[src/rtl/flash_seq_pkg.sv]
package flash_seq_pkg;
  typedef enum logic [1:0] {ST_IDLE, ST_WAIT, ST_STALL} seqState_t;

  // strobes from control to datapath
  typedef struct packed {
    logic accept;  // capture read address
    logic finish;  // capture array word
  } dpStrobe_t;

  localparam logic [2:0] POL_RESET = 3'b111;
  localparam int unsigned WS_RESET = 2;

  function automatic logic polStalls(input logic [2:0] p);
    return p[2];
  endfunction
  function automatic logic polStallNote(input logic [2:0] p);
    return p == 3'b110;
  endfunction
  function automatic logic polAborts(input logic [2:0] p);
    return p[2] & ~p[1];
  endfunction
  function automatic logic polAbortNote(input logic [2:0] p);
    return p == 3'b100;
  endfunction
endpackage

[src/rtl/flash_seq_dp.sv]
module flash_seq_dp
  import flash_seq_pkg::*;
#(
  parameter int ADDR_W = 16,
  parameter int DATA_W = 32,
  parameter int WS_W   = 5
) (
  input  logic              clk,
  input  logic              rstN,
  input  logic              cfgWe,
  input  logic [WS_W-1:0]   cfgWait,
  input  logic [2:0]        cfgPolicy,
  input  logic [ADDR_W-1:0] rdAddr,
  input  logic [DATA_W-1:0] arrData,
  input  dpStrobe_t         strobe,
  output logic [WS_W-1:0]   cfgWaitQ,
  output logic [2:0]        cfgPolQ,
  output logic [ADDR_W-1:0] arrAddr,
  output logic [DATA_W-1:0] rdData
);
  localparam logic [WS_W-1:0] WAIT_INIT = WS_W'(WS_RESET);

  always_ff @(posedge clk) begin
    if (!rstN) begin
      cfgWaitQ <= WAIT_INIT;
      cfgPolQ  <= POL_RESET;
    end else if (cfgWe) begin
      cfgWaitQ <= cfgWait;
      cfgPolQ  <= cfgPolicy;
    end
  end

  always_ff @(posedge clk) begin
    if (!rstN) begin
      arrAddr <= '0;
      rdData  <= '0;
    end else begin
      if (strobe.accept) arrAddr <= rdAddr;
      if (strobe.finish) rdData  <= arrData;
    end
  end
endmodule

[src/rtl/flash_seq_ctl.sv]
module flash_seq_ctl
  import flash_seq_pkg::*;
#(
  parameter int WS_W = 5
) (
  input  logic            clk,
  input  logic            rstN,
  input  logic            rdReq,
  input  logic            arrayBusy,
  input  logic [WS_W-1:0] cfgWaitQ,
  input  logic [2:0]      cfgPolQ,
  output dpStrobe_t       strobe,
  output logic            rdReady,
  output logic            rdError,
  output logic            abortReq,
  output logic            stallIrq,
  output logic            abortIrq
);
  seqState_t       state;
  logic [WS_W-1:0] cnt;
  logic [WS_W-1:0] waitLat;

  always_comb begin
    strobe.accept = (state == ST_IDLE) && rdReq;
    strobe.finish = (state == ST_WAIT) && (cnt == '0);
  end

  always_ff @(posedge clk) begin
    if (!rstN) begin
      state    <= ST_IDLE;
      cnt      <= '0;
      waitLat  <= '0;
      rdReady  <= 1'b0;
      rdError  <= 1'b0;
      abortReq <= 1'b0;
      stallIrq <= 1'b0;
      abortIrq <= 1'b0;
    end else begin
      rdReady  <= 1'b0;
      rdError  <= 1'b0;
      stallIrq <= 1'b0;
      abortIrq <= 1'b0;
      unique case (state)
        ST_IDLE: if (rdReq) begin
          waitLat <= cfgWaitQ;
          if (!arrayBusy) begin
            state <= ST_WAIT;
            cnt   <= cfgWaitQ;
          end else if (!polStalls(cfgPolQ)) begin
            rdReady <= 1'b1;
            rdError <= 1'b1;
          end else begin
            state    <= ST_STALL;
            stallIrq <= polStallNote(cfgPolQ);
            abortReq <= polAborts(cfgPolQ);
            abortIrq <= polAbortNote(cfgPolQ);
          end
        end
        ST_STALL: if (!arrayBusy) begin
          state    <= ST_WAIT;
          cnt      <= waitLat;
          abortReq <= 1'b0;
        end
        ST_WAIT: begin
          if (cnt == '0) begin
            rdReady <= 1'b1;
            state   <= ST_IDLE;
          end else begin
            cnt <= cnt - WS_W'(1);
          end
        end
        default: state <= ST_IDLE;
      endcase
    end
  end
endmodule

[src/rtl/flash_read_seq.sv]
module flash_read_seq
  import flash_seq_pkg::*;
#(
  parameter int ADDR_W = 16,
  parameter int DATA_W = 32,
  parameter int WS_W   = 5
) (
  input  logic              clk,
  input  logic              rstN,
  input  logic              cfgWe,
  input  logic [WS_W-1:0]   cfgWait,
  input  logic [2:0]        cfgPolicy,
  input  logic              rdReq,
  input  logic [ADDR_W-1:0] rdAddr,
  output logic              rdReady,
  output logic              rdError,
  output logic [DATA_W-1:0] rdData,
  output logic [ADDR_W-1:0] arrAddr,
  input  logic [DATA_W-1:0] arrData,
  input  logic              arrayBusy,
  output logic              abortReq,
  output logic              stallIrq,
  output logic              abortIrq
);
  dpStrobe_t       strobe;
  logic [WS_W-1:0] cfgWaitQ;
  logic [2:0]      cfgPolQ;

  flash_seq_ctl #(.WS_W(WS_W)) u_ctl (
    .clk(clk), .rstN(rstN), .rdReq(rdReq), .arrayBusy(arrayBusy),
    .cfgWaitQ(cfgWaitQ), .cfgPolQ(cfgPolQ), .strobe(strobe),
    .rdReady(rdReady), .rdError(rdError), .abortReq(abortReq),
    .stallIrq(stallIrq), .abortIrq(abortIrq)
  );

  flash_seq_dp #(.ADDR_W(ADDR_W), .DATA_W(DATA_W), .WS_W(WS_W)) u_dp (
    .clk(clk), .rstN(rstN), .cfgWe(cfgWe), .cfgWait(cfgWait),
    .cfgPolicy(cfgPolicy), .rdAddr(rdAddr), .arrData(arrData),
    .strobe(strobe), .cfgWaitQ(cfgWaitQ), .cfgPolQ(cfgPolQ),
    .arrAddr(arrAddr), .rdData(rdData)
  );
endmodule

[config.mk]
export PLATFORM = sky130hd
export DESIGN_NAME = flash_read_seq
export DESIGN_NICKNAME = d
export VERILOG_FILES = /design/src/rtl/flash_seq_pkg.sv /design/src/rtl/flash_seq_dp.sv /design/src/rtl/flash_seq_ctl.sv /design/src/rtl/flash_read_seq.sv
export SDC_FILE = /design/constraint.sdc
export NUM_CORES = 1
export LEC_CHECK = 0
export CORE_ASPECT_RATIO = 0.9
export CORE_MARGIN = 3
export CORE_UTILIZATION = 46
export CTS_CLUSTER_DIAMETER = 150
export DETAILED_ROUTE_END_ITERATION = 8
export GPL_TIMING_DRIVEN = 0
export PLACE_DENSITY = 0.82
export SLEW_MARGIN = 20
export SYNTH_ARGS = -nofsm -noshare
export SYNTH_HDL_FRONTEND = slang
export SYNTH_SLANG_ARGS = --single-unit
[constraint.sdc]
create_clock -name clk -period 3.04 [get_ports clk]
set_clock_uncertainty 0.05 [all_clocks]
set_input_delay 0.76 -clock clk [delete_from_list [all_inputs] [get_ports clk]]
set_output_delay 0.76 -clock clk [all_outputs]
set_load 0.01 [all_outputs]
==> results.json <==
{
  "relSlewSlack_pct": 60.9,
  "reg2reg_depth": 8,
  "fin_crit_sh_pct": 74.1,
  "synthFlopType": "dfxtp_1",
  "insertion_delay_ps": 340,
  "synth.most_common_cell": "nand2_1",
  "die-area_um2": 7100,
  "finalNetCount": 538,
  "die_h_um": 80.3,
  "grt_pass1_wl_mm": 12.4,
  "syn_area_per_cell_um2": 8.08,
  "cts.sinks": 73,
  "r2r_end": "u_dp.rdData[26]",
  "clock-root-buffer": "clkbuf_8",
  "worst_setup_path_start_kind": "input port",
  "cts_resized": 0,
  "cts_hold_buf": 0,
  "setup_viol": 0,
  "tightest_slew_ps": 587,
  "power_density_nw_per_um2": 778,
  "finish.utilization_pct": 72.8,
  "wl_mm": 7.63,
  "outcome": "finished clean",
  "ys_types": 32,
  "track_usage_pct": 22.6,
  "routed_via_density": 5.11,
  "grt_pass1_vias": 2684,
  "grt-ovfl-total": 0,
  "crit_chain": "clkdlybuf4s50_1 -> and2_0 -> nand4_1 -> or4b_2 -> a21oi_1",
  "max_cap_viol_count": 0,
  "path_max_fanout": 5,
  "synth-seq-cells": 73,
  "synth_top_area_share_pct": 51.8,
  "fmax_mhz": 444,
  "irDropWorstVdd_mv": 0.515,
  "fin_setup_tns_ps": 0,
  "diodes": 0,
  "synth_area_leaders": "dfxtp_1 (52%), nand2_1 (16%), a21oi_1 (10%)",
  "grt_max_degree": 12,
  "end_kind": "flop",
  "synth_cells": 349,
  "drc": 0,
  "yosysSeqAreaShare_pct": 51.8,
  "synthArstFlopShare_pct": 0,
  "hold_end": "u_dp.rdData[16]",
  "rr_startpoint": "u_ctl.cnt[0]",
  "setup.worst_path.class": "input port to flop",
  "first_iter_violations": 109,
  "syn_nets": 416,
  "clk_pin_slew_ps": 70,
  "yosys-top-cells-count": "nand2_1 (119), dfxtp_1 (73), a21oi_1 (59), clkbuf_1 (13), nor2_1 (12)",
  "area_growth_pct": 49.4,
  "num_vias": 2784,
  "io_pins": 114,
  "wl_per_cell_um": 14.0,
  "cp.required_ps": 3260,
  "cp_num_buf_inv": 1,
  "worstHoldPathCells": 2,
  "drtPass1Iterations": 4,
  "maxSlewViolCount": 0,
  "antenna_found_initial": 0,
  "dp_hpwl_mm": 5.56,
  "dpl_cell_area_um2": 4020,
  "leakage_nw": 1.55,
  "period_needed_ps": 2250,
  "fin_area_um2": 4210,
  "htree_levels": 3,
  "arrival_ps": 2470,
  "place_congestion": 0.849,
  "worstHoldStart": "u_dp.rdData[16]",
  "port_buffers": 111,
  "synth-edff-count": 0,
  "crit_path_max_incr_delay_ps": 620,
  "yosysWarnings": 0,
  "die_w_um": 88.5,
  "drtAntennaViolNets": 0,
  "fillerInstances": 463,
  "cts_buffer_depth": 2,
  "rows": 26,
  "rsz0062_at_grt": "no",
  "cts_buffers": 9,
  "start_util_pct": 48.7,
  "cts_tree": "yes",
  "slowest_stage": "or4b_2",
  "worstSetupPathDepth": 5,
  "hold_violations": 0,
  "drive_gt1_share_pct": 5.05,
  "postCtsSetupRepairBufs": 0,
  "reg2reg_setup_slack_ps": 930,
  "critPathTopFamily": "simple AND/OR/NAND/NOR gates",
  "worstHoldPathType": "flop to flop",
  "syn_area_um2": 2820,
  "core_area_um2": 5790,
  "synth_top_cell_by_area": "dfxtp_1",
  "finalPower_mw": 3.28
}
==> routing by layer <==
metal	track usage [%]	share of wire [%]
met2	35.7	47
met5	0	0
met3	11.2	8.1
met4	6.34	0.92
met1	27.1	44
==> per-stage QoR <==
stage,setup WS [ps],hold slack [ps],instances
detailed placement,455,396,530
CTS,806,405,545
global placement,464,391,530
floorplan,1140,364,349
global route,723,423,545
finish,786,404,545
==> state kept, by name, indices dropped and copies added (netlist names) <==
signal	flops
u_dp.cfgPolQ	3
u_dp.arrAddr	16
u_ctl.waitLat	5
u_ctl.rdReady	1
u_ctl.abortIrq	1
u_ctl.rdError	1
u_ctl.stallIrq	1
u_ctl.state	2
u_ctl.abortReq	1
u_ctl.cnt	5
u_dp.cfgWaitQ	5
u_dp.rdData	32
==> power breakdown <==
part / total, mW / internal [mW] / switching [mW]
sequential: 1.24 / 1.13 / 0.111
clock: 0.754 / 0.417 / 0.337
combinational: 1.28 / 0.585 / 0.696
total: 3.28 / 2.13 / 1.14
==> layout make-up <==
class | count | area (um2) | area share (%)
buffer | 22 | 90.1 | 2.14
clock buffer | 12 | 155 | 3.68
clock inverter | 3 | 40.0 | 0.950
inverter | 10 | 37.5 | 0.891
multi-input combinational | 244 | 1230 | 29.2
sequential | 73 | 1460 | 34.7
tap | 70 | 87.6 | 2.08
timing repair buffer | 111 | 1110 | 26.4
==> worst max path at each step <==
| stage | startpoint | end | slack (ps) |
|---|---|---|---|
| after global routing | rdReq | u_ctl.abortReq | 720 |
| final | rdReq | u_ctl.abortReq | 790 |
| after floorplan | rdReq | u_ctl.abortReq | 1140 |
| after CTS | rdReq | u_ctl.abortReq | 810 |
| after global placement | rdReq | u_ctl.abortReq | 460 |
| after detailed placement | rdReq | u_ctl.abortReq | 450 |
==> cells in the final DEF, fill, tap and decap left out, types with 2 or more instances in the layout <==
master             n
nand2b_1           3
dfxtp_1           73
nor2_1            12
xor2_1             3
nor3_1             2
clkbuf_1          14
nand3_1            2
clkbuf_8          11
clkinv_2           2
a31oi_1            4
nand2_1          119
ha_1               6
buf_2              6
nor2b_1            3
nor4_1             2
inv_1             10
mux2i_1           10
buf_1              3
a21oi_1           59
a211oi_1           2
clkdlybuf4s50_1  111
o21ai_0            4
==> cells by family after synthesis <==
logic type / synth area share, %
mux: 3.55
flops: 51.8
compound gates: 14.6
buf+inv: 4.53
simple gates: 21.9
xor+xnor: 0.932
fa+ha+maj: 2.66
==> worst reg2reg max path, stage by stage (launching register included) <==
cell and delay, ps:
dfxtp_1 340, inv_1 80, ha_1 130, or4b_4 480, or2_2 280, clkbuf_1 200, buf_2 240, nand2_1 100
a21oi_1 70
Power figures use the tool's default switching activity.
